<file path="src/rtl/dt_pkg.sv">
`timescale 1ns/1ps
package dt_pkg;
    localparam int DATA_W = 8;
    localparam int ADDR_W = 3;
    localparam int CNT_W  = 2 * DATA_W;
    localparam int HI_W   = CNT_W - DATA_W;

    typedef enum logic [0:0] {
        T_STOPPED = 1'b0,
        T_RUNNING = 1'b1
    } tmr_state_e;

    typedef struct packed {
        logic oneshot;
        logic toggle;
        logic pin_on;
    } tmr_mode_t;

    localparam logic [ADDR_W-1:0] RA_LO  = 3'd0;
    localparam logic [ADDR_W-1:0] RA_HI  = 3'd1;
    localparam logic [ADDR_W-1:0] RB_LO  = 3'd2;
    localparam logic [ADDR_W-1:0] RB_HI  = 3'd3;
    localparam logic [ADDR_W-1:0] RA_CTL = 3'd4;
    localparam logic [ADDR_W-1:0] RB_CTL = 3'd5;
    localparam logic [ADDR_W-1:0] R_STAT = 3'd6;

    localparam int CB_START = 0;
    localparam int CB_PIN   = 1;
    localparam int CB_TOG   = 2;
    localparam int CB_ONE   = 3;
    localparam int CB_LOAD  = 4;
    localparam int CB_SRC   = 5;
endpackage

</file>
<file path="src/rtl/dt_cnt_sync.sv">
`timescale 1ns/1ps
module dt_cnt_sync #(
    parameter int STAGES = 2
) (
    input  logic clk,
    input  logic rst_n,
    input  logic async_in,
    output logic level_o,
    output logic rise_o
);
    logic [STAGES-1:0] shift_q;
    logic              prev_q;

    always_ff @(posedge clk or negedge rst_n) begin
        if (!rst_n) begin
            shift_q <= '0;
            prev_q  <= 1'b0;
        end else begin
            shift_q <= {shift_q[STAGES-2:0], async_in};
            prev_q  <= shift_q[STAGES-1];
        end
    end

    assign level_o = shift_q[STAGES-1];
    assign rise_o  = shift_q[STAGES-1] & ~prev_q;
endmodule

</file>
<file path="src/rtl/dt_timer.sv">
`timescale 1ns/1ps
module dt_timer
    import dt_pkg::*;
#(
    parameter int SRC_W = 1
) (
    input  logic              clk,
    input  logic              rst_n,
    input  logic              tick,
    input  logic              wr_ctl,
    input  logic              wr_lo,
    input  logic              wr_hi,
    input  logic [DATA_W-1:0] wdata,
    output logic [CNT_W-1:0]  cnt_o,
    output logic [CNT_W-1:0]  latch_o,
    output logic [DATA_W-1:0] ctl_o,
    output logic              uf_o,
    output logic              pin_en_o,
    output logic              pin_o
);
    tmr_state_e       state_q, state_d;
    tmr_mode_t        mode_q;
    logic [SRC_W-1:0] src_q;
    logic [CNT_W-1:0] cnt_q, latch_q;
    logic             tog_q, pulse_q;
    logic             start_evt;
    logic             unused_wbits;

    assign unused_wbits = ^wdata;
    assign uf_o      = (state_q == T_RUNNING) && tick && (cnt_q == '0);
    assign start_evt = wr_ctl && wdata[CB_START] && (state_q == T_STOPPED);

    // next-state: START, HALT, EXPIRE
    always_comb begin
        state_d = state_q;
        unique case (state_q)
            T_STOPPED: if (wr_ctl && wdata[CB_START]) state_d = T_RUNNING;
            T_RUNNING: begin
                if (wr_ctl)
                    state_d = wdata[CB_START] ? T_RUNNING : T_STOPPED;
                else if (uf_o && mode_q.oneshot)
                    state_d = T_STOPPED;
            end
        endcase
    end

    always_ff @(posedge clk or negedge rst_n) begin
        if (!rst_n) state_q <= T_STOPPED;
        else        state_q <= state_d;
    end

    // datapath and output registers
    always_ff @(posedge clk or negedge rst_n) begin
        if (!rst_n) begin
            mode_q  <= '0;
            src_q   <= '0;
            cnt_q   <= '1;
            latch_q <= '1;
            tog_q   <= 1'b0;
            pulse_q <= 1'b0;
        end else begin
            if (wr_ctl) begin
                mode_q <= '{oneshot: wdata[CB_ONE], toggle: wdata[CB_TOG],
                            pin_on: wdata[CB_PIN]};
                src_q  <= wdata[CB_SRC +: SRC_W];
            end
            if (wr_lo) latch_q[DATA_W-1:0]     <= wdata;
            if (wr_hi) latch_q[CNT_W-1:DATA_W] <= wdata[HI_W-1:0];

            if (wr_ctl && wdata[CB_LOAD])
                cnt_q <= latch_q;
            else if (wr_hi && state_q == T_STOPPED)
                cnt_q <= {wdata[HI_W-1:0], latch_q[DATA_W-1:0]};
            else if (uf_o)
                cnt_q <= latch_q;
            else if (state_q == T_RUNNING && tick)
                cnt_q <= cnt_q - 1'b1;

            if (start_evt) tog_q <= 1'b1;
            else if (uf_o) tog_q <= ~tog_q;
            pulse_q <= uf_o;
        end
    end

    always_comb begin
        ctl_o                   = '0;
        ctl_o[CB_START]         = (state_q == T_RUNNING);
        ctl_o[CB_PIN]           = mode_q.pin_on;
        ctl_o[CB_TOG]           = mode_q.toggle;
        ctl_o[CB_ONE]           = mode_q.oneshot;
        ctl_o[CB_SRC +: SRC_W]  = src_q;
    end

    assign cnt_o    = cnt_q;
    assign latch_o  = latch_q;
    assign pin_en_o = mode_q.pin_on;
    assign pin_o    = mode_q.pin_on & (mode_q.toggle ? tog_q : pulse_q);
endmodule

</file>
<file path="src/rtl/dual_timer.sv">
`timescale 1ns/1ps
module dual_timer
    import dt_pkg::*;
#(
    parameter int SYNC_STAGES = 2
) (
    input  logic              clk,
    input  logic              rst_n,
    input  logic              bus_wr,
    input  logic              bus_rd,
    input  logic [ADDR_W-1:0] bus_addr,
    input  logic [DATA_W-1:0] bus_wdata,
    output logic [DATA_W-1:0] bus_rdata,
    input  logic              cnt_in,
    output logic [1:0]        irq_flags,
    output logic              pin_a_en,
    output logic              pin_a,
    output logic              pin_b_en,
    output logic              pin_b
);
    logic [CNT_W-1:0]  a_cnt, a_latch, b_cnt, b_latch;
    logic [DATA_W-1:0] a_ctl, b_ctl;
    logic              a_uf, b_uf, a_tick, b_tick;
    logic              cnt_level, cnt_rise;
    logic [1:0]        flag_q;
    logic              rd_clr;

    dt_cnt_sync #(.STAGES(SYNC_STAGES)) u_sync (
        .clk(clk), .rst_n(rst_n), .async_in(cnt_in),
        .level_o(cnt_level), .rise_o(cnt_rise)
    );

    assign a_tick = a_ctl[CB_SRC] ? cnt_rise : 1'b1;

    always_comb begin
        unique case (b_ctl[CB_SRC +: 2])
            2'b00: b_tick = 1'b1;
            2'b01: b_tick = cnt_rise;
            2'b10: b_tick = a_uf;
            2'b11: b_tick = a_uf & cnt_level;
        endcase
    end

    dt_timer #(.SRC_W(1)) u_tmr_a (
        .clk(clk), .rst_n(rst_n), .tick(a_tick),
        .wr_ctl(bus_wr && bus_addr == RA_CTL),
        .wr_lo (bus_wr && bus_addr == RA_LO),
        .wr_hi (bus_wr && bus_addr == RA_HI),
        .wdata(bus_wdata), .cnt_o(a_cnt), .latch_o(a_latch), .ctl_o(a_ctl),
        .uf_o(a_uf), .pin_en_o(pin_a_en), .pin_o(pin_a)
    );

    dt_timer #(.SRC_W(2)) u_tmr_b (
        .clk(clk), .rst_n(rst_n), .tick(b_tick),
        .wr_ctl(bus_wr && bus_addr == RB_CTL),
        .wr_lo (bus_wr && bus_addr == RB_LO),
        .wr_hi (bus_wr && bus_addr == RB_HI),
        .wdata(bus_wdata), .cnt_o(b_cnt), .latch_o(b_latch), .ctl_o(b_ctl),
        .uf_o(b_uf), .pin_en_o(pin_b_en), .pin_o(pin_b)
    );

    assign rd_clr = bus_rd && (bus_addr == R_STAT);

    always_ff @(posedge clk or negedge rst_n) begin
        if (!rst_n) flag_q <= '0;
        else        flag_q <= {b_uf, a_uf} | (flag_q & {2{~rd_clr}});
    end

    always_comb begin
        unique case (bus_addr)
            RA_LO:   bus_rdata = a_cnt[DATA_W-1:0];
            RA_HI:   bus_rdata = a_cnt[CNT_W-1:DATA_W];
            RB_LO:   bus_rdata = b_cnt[DATA_W-1:0];
            RB_HI:   bus_rdata = b_cnt[CNT_W-1:DATA_W];
            RA_CTL:  bus_rdata = a_ctl;
            RB_CTL:  bus_rdata = b_ctl;
            R_STAT:  bus_rdata = {{(DATA_W-2){1'b0}}, flag_q};
            default: bus_rdata = '0;
        endcase
    end

    assign irq_flags = flag_q;
endmodule

</file>
<file path="config.mk">
export PLATFORM = sky130hd
export DESIGN_NAME = dual_timer
export DESIGN_NICKNAME = d
export VERILOG_FILES = /design/src/rtl/dt_pkg.sv /design/src/rtl/dt_cnt_sync.sv /design/src/rtl/dt_timer.sv /design/src/rtl/dual_timer.sv
export SDC_FILE = /design/constraint.sdc
export NUM_CORES = 1
export LEC_CHECK = 0
export BUFFER_PORTS_ARGS = -buffer_cell sky130_fd_sc_hd__buf_2
export CORE_MARGIN = 2
export CORE_UTILIZATION = 50
export CTS_BUF_LIST = sky130_fd_sc_hd__clkbuf_8
export DETAILED_ROUTE_END_ITERATION = 10
export HOLD_SLACK_MARGIN = 0.02
export PLACE_DENSITY = 0.69
export SKIP_CTS_REPAIR_TIMING = 1
export SKIP_LAST_GASP = 1
export SLEW_MARGIN = 25
export SYNTH_ARGS = -nofsm -noshare
export SYNTH_HDL_FRONTEND = slang
export SYNTH_SLANG_ARGS = --single-unit
</file>
<file path="constraint.sdc">
create_clock -name clk -period 3.2 [get_ports clk]
set_input_delay 0.32 -clock clk [delete_from_list [all_inputs] [get_ports clk]]
set_output_delay 0.32 -clock clk [all_outputs]
set_load 0.1 [all_outputs]
</file>
Yosys cells after proc, flatten, opt, wreduce, memory -nomap -nowiden:

Cells that the tools add are included.
Widths: inputs -> output; s select.

* output and inout port bits: 14
* bits of input ports: 16
* logic and storage cells: 101
* memories kept: 0
* register bits after elaboration: 84
* memory bits (read-only): 0
* latch bits: 0
* RAM bits: 0

* shift-type cells: 0
* add/sub/neg operators: 2
* divide/modulo/power cells: 0
* multipliers: 0
* multiplexer cells: 26
* bitwise operators: 12
* order comparisons: 0
* eq/ne operators: 9
* reduce and logical (&&, ||, !) cells: 29

Operators with widths (count)
* $mux 16: 8
* $pmux 8 s7: 1
* $logic_not 16->1: 2
* $sub 16x1->16 const B: 2
* $logic_and 1x1->1: 21
* $mux 1: 14
* $eq 3x3->1 const B: 3
* $reduce_bool 4->1: 2
* $eq 3x2->1 const B: 2
* $not 1->1: 6
* $and 1x1->1: 4
* $eq 2x2->1 const B: 2
* $pmux 1 s2: 2
* $pmux 1 s4: 1
* $reduce_bool 2->1: 2
* $eq 3x1->1 const B: 1
* $logic_not 3->1: 1
* $and 2x2->2: 1
* $eq 2x1->1 const B: 1
* $logic_not 2->1: 1
* $or 2x2->2: 1

Logic depth before layout (Yosys ltp):

* depth after elaboration: 13
* gate-level depth with buffers: 10
* gate-level depth less buffers: 8

By module:

A second synthesis with hierarchy kept.

* cell total of the unflattened synthesis: 511
* area, all modules: 5099.9 sq um

Modules (own cells, without submodules)
* dt_timer at u_tmr_a: sequential area each 1016.0 sq um, instances 1, area each 2197.1 sq um, cells an instance 215
* dt_timer at u_tmr_b: sequential area each 1041.0 sq um, instances 1, area each 2184.6 sq um, cells an instance 211
* dual_timer: sequential area each 50.0 sq um, instances 1, area each 629.4 sq um, cells an instance 81
* dt_cnt_sync: sequential area each 75.1 sq um, instances 1, area each 88.8 sq um, cells an instance 4

Worst setup path after synthesis:

Ideal clock, no wire load.

* path kind: in2out
* from: input bus_addr[1]
* to: output bus_rdata[6]
* buffers on the path: 2
* required time: 2.880 ns
* setup slack: -0.423 ns
* stages on the path: 5
* data arrival time: 3.303 ns
* cells stage by stage: clkbuf_1 buf_1 mux4_2 inv_1 o21ai_0

* cells in the longest elaborated chain, start to end: 2
* elaborated cells between the ends (all ways): 8
* those cells by class: eq/ne (6); mux (1); reduce/logical (1)

Ends and longest elaborated chain
* from (decl): line dual_timer.sv:11 `input logic [ADDR_W-1:0] bus_addr,`
* $eq 3x3->1, or another cell as far along: line dual_timer.sv:70 `unique case (bus_addr)`
* $pmux 8 s7 *: line dual_timer.sv:70
* to (decl): line dual_timer.sv:13 `output logic [DATA_W-1:0] bus_rdata,`

Every way passes the cells marked *; elsewhere a longest branch is shown, timed or not.

Worst setup path in the final report:

* from: register u_tmr_a.cnt_q[0], in the netlist u_tmr_a.cnt_o[0]
* to: register u_tmr_b.cnt_q[0], in the netlist u_tmr_b.cnt_o[0]

* cells in the longest elaborated chain, start to end: 9
* elaborated cells between the ends (all ways): 10
* those cells by class: mux (4); bitwise (1); reduce/logical (5)

Ends and longest elaborated chain
* from (decl): line dt_timer.sv:24 `logic [CNT_W-1:0] cnt_q, latch_q;`
* from (signal assigned): line dt_timer.sv:71 `cnt_q <= latch_q;`
* from (signal assigned): line dt_timer.sv:73 `cnt_q <= {wdata[HI_W-1:0], latch_q[DATA_W-1:0]};`
* from (signal assigned): line dt_timer.sv:75 `cnt_q <= latch_q;`
* $logic_not 16->1 *: line dt_timer.sv:30 `assign uf_o = (state_q == T_RUNNING) && tick && (cnt_q == '0);`
* $logic_and 1x1->1 *: line dt_timer.sv:30
* $and 1x1->1: line dual_timer.sv:40 `2'b11: b_tick = a_uf & cnt_level;`
* $pmux 1 s4 *: line dual_timer.sv:36 `unique case (b_ctl[CB_SRC +: 2])`
* $logic_and 1x1->1 *: line dt_timer.sv:30, dt_timer.sv:76
* $logic_and 1x1->1: line dt_timer.sv:30
* $mux 16: line dt_timer.sv:74 `else if (uf_o)`
* $mux 16: line dt_timer.sv:72 `else if (wr_hi && state_q == T_STOPPED)`
* $mux 16: line dt_timer.sv:70 `if (wr_ctl && wdata[CB_LOAD])`
* to (signal assigned): line dt_timer.sv:71
* to (signal assigned): line dt_timer.sv:73
* to (signal assigned): line dt_timer.sv:75
* to (decl): line dt_timer.sv:24

Marked as above.
A chain may end at the register's enable or synchronous reset.

==> metrics.md <==
| Metric | Value |
|---|---|
| Final ANT Viol Nets | 0 |
| HP Class | in2async |
| Netlist cell types | 65 |
| Vias | 3902 |
| Slowest-stage cell, CP | or4b_1 |
| Setup crit end kind | flop |
| Status | finished, violations left |
| Met2 usage | 41.1% |
| Clock buffer depth | 2 |
| Row count | 35 |
| Startpoint type of the worst setup path | flop |
| Area delta synth->final | 9.91% |
| Post-Syn Area per Cell | 10.3 µm² |
| Final Hold Fails | 15 |
| Via density | 6.24 |
| WHS | -0.0271 ns |
| Crit path cell chain | inv_1, ha_1, or4b_1, a2111o_1, o31a_1, o21ai_1, buf_4, nor3_1, a221o_1 |
| Top FF cell, synth | dfstp_2 |
| Routed Wire Length | 12900 µm |
| Maxcap violations | 0 |
| Final nets | 511 |
| TritonCTS clock tree | yes |
| Seq/Total Area, Yosys | 45.4% |
| Failing checks | hold timing |
| Flops & latches, synth | 84 |
| Slew Limit Fails | 0 |
| Root Driver | clkbuf_8 |
| Clock Sinks | 84 |
| Global Route Usage Sum | 26.5% |
| Iter 0 DRT Violations | 256 |
| GR Layer Usage met3 | 5.75% |
| Post-DR wirelength/cell | 20.6 µm |
| Leak | 0.00210 µW |
| Clk_lat worst skew | 0.37 ns |
| Clk pin slew, worst setup/hold paths | 0.09 ns |
| GP Congestion | 0.928 |
| Initial Utilization | 51.8% |
| Max H-tree Level | 3 |
| DR pass1 iterations | 5 |
| Crit Path Class | reg2reg |
| GRT Residual Overflow | 0 |
| Final setup viols | 0 |
| Vias in the first global route | 3787 |
| Most frequent cells in the layout | dfstp_2 (64), mux2_2 (42), nand2_1 (35) |
| Tcrit/Tclk final | 88.2% |
| Relative slew slack | 35.6% |
| Placed cell count | 610 |
| Die area | 10400 µm² |
| GR Layer Usage met1 | 35.8% |
| CTS Buf Count | 9 |
| IO Pins | 30 |
| PwrDens | 761 nW/µm² |
| Peak VDD IR | 0.403 mV |
| Netlist Area Pre-Place | 4810 µm² |
| Number of remaining DRC errors | 0 |
| Crit path max-delay family | compound AO/OA/AOI/OAI gates |
| Total Power | 4020 µW |
| Post-synth EDFFs | 0 |
| Setup Total Neg Slack | 0 ns |
| WP data arrival | 3.11 ns |
| Number of synthesis warnings | 0 |
| Post-synthesis async set-or-reset flop share | 100% |
| Pin count of the biggest net entering global routing | 85 |
| Critical Path RT | 3.49 ns |
| Final setup skew | 0.0133 ns |
| Post-Syn Instances | 466 |
| Syn_nets | 485 |
| Finished Layout Cells | 625 |
| Crit path buf inv count | 2 |
| Max incr delay on CP | 0.47 ns |
| DP HPWL | 9040 µm |
| Grt peak-use layer | met2 |
| Final Critical Period | 2.82 ns |
| Die X | 102 µm |
| Global-route wire length before repair | 20700 µm |
| N_diodes | 0 |
| Worst-path fanout max | 12 |
| Initial antenna violation count | 0 |
| Port-buffer cells | 29 |
| Commonest non-fill, non-tap cell in the layout | dfstp_2 |
| Fmax | 354 MHz |
| Chip Height | 102 µm |
| Slew @ Worst Pin | 0.957 ns |
| Core area | 9280 µm² |
| RSZ-0062 raised after global routing | false |
| Share of cells above drive strength 1 | 35.9% |
stage by stage:
stage / instance area, µm² / hold WS [ns] / setup WS [ns] / util [%]
2_1_floorplan: 4810 / 0.0244 / 0.0570 / -
3_3_place_gp: 5100 / 0.350 / 0.481 / 54.9
3_5_place_dp: 5100 / 0.336 / 0.417 / 54.9
4_1_cts: 5280 / 0.0499 / 0.401 / 56.9
5_1_grt: 5290 / 0.0419 / 0.239 / 56.9
6_report: 5290 / -0.0271 / 0.379 / 56.9
cell usage after synthesis, drive strengths merged, types with 4 or more instances:
master | count | area [µm²]
nor2b | 6 | 37.5
buf | 8 | 42.5
nor2 | 27 | 106
and3 | 4 | 25.0
dfstp | 64 | 1680
o221ai | 6 | 52.6
o31ai | 6 | 58.8
nand2b | 7 | 43.8
clkbuf | 17 | 63.8
mux2 | 42 | 473
a211oi | 4 | 30.0
nand3 | 20 | 100
dfrtp | 20 | 500
mux2i | 11 | 110
a21o | 4 | 30.0
xnor2 | 5 | 43.8
a31oi | 4 | 25.0
or4 | 7 | 52.6
a21oi | 28 | 140
o21ai | 25 | 125
inv | 11 | 41.3
nor4 | 6 | 37.5
nand4 | 9 | 56.3
o22ai | 6 | 37.5
xor2 | 9 | 78.8
nand2 | 36 | 138
nor3 | 18 | 95.1
mux4 | 6 | 135
cells by family after synthesis:
logic type	share of synthesized area, %
compound gates	15.0
xor+xnor	2.55
fa+ha+maj	0.781
buf+inv	3.07
flops	45.4
mux	14.9
simple gates	18.2
routing by layer:
metal  up-vias  wire length [µm]
li1       1807                 -
met1      1940              5680
met2       124              5920
met3        31               802
met4         0               478
met5         -                 0
state kept, by name (all words and copies together) (netlist names), 2 cells and up:
name             flops
u_tmr_a.cnt_o       16
u_tmr_a.ctl_o        2
u_tmr_b.src_q        2
u_tmr_b.latch_o     16
u_tmr_a.latch_o     16
u_tmr_b.ctl_o        2
u_tmr_b.cnt_o       16
irq_flags            2
u_sync.shift_q       2
report_power, final:
group | switching [µW] | internal [µW]
logic | 815 | 508
registers | 403 | 1560
clock network | 382 | 351
cell type report:
| cell class | count | area [µm²] |
|---|---|---|
| inverters | 11 | 41.3 |
| well taps | 129 | 161 |
| flip-flops and latches | 84 | 2180 |
| fillers | 821 | 4000 |
| repair buffers | 40 | 234 |
| clock inverters | 6 | 57.6 |
| clock buffers | 9 | 124 |
| multi-input cells | 346 | 2480 |
worst reg2reg max path: stages (launching register included):
cell and delay (ns):
dfstp_2 0.40, inv_1 0.09, ha_1 0.14, or4b_1 0.47, a2111o_1 0.47, o31a_1 0.45, o21ai_1 0.20, buf_4 0.18
nor3_1 0.06, a221o_1 0.27
path summary, 6_finish.rpt:
check | start | to | cells after the start | slack [ns]
hold / removal | rst_n | u_tmr_b.pin_en_o | 1 | -0.03
setup / recovery | u_tmr_a.cnt_o[0] | u_tmr_b.cnt_o[0] | 9 | 0.38
min in group clk | cnt_in | u_sync.shift_q[0] | 1 | 0.06
setup reg to reg | u_tmr_a.cnt_o[0] | u_tmr_b.cnt_o[0] | 9 | 0.38
max in group asynchronous | rst_n | u_tmr_b.cnt_o[14] | 1 | 2.71
hold reg to reg | u_sync.shift_q[0] | u_sync.shift_q[1] | 0 | 0.36
No activity file was read; power rests on OpenSTA's default activity.
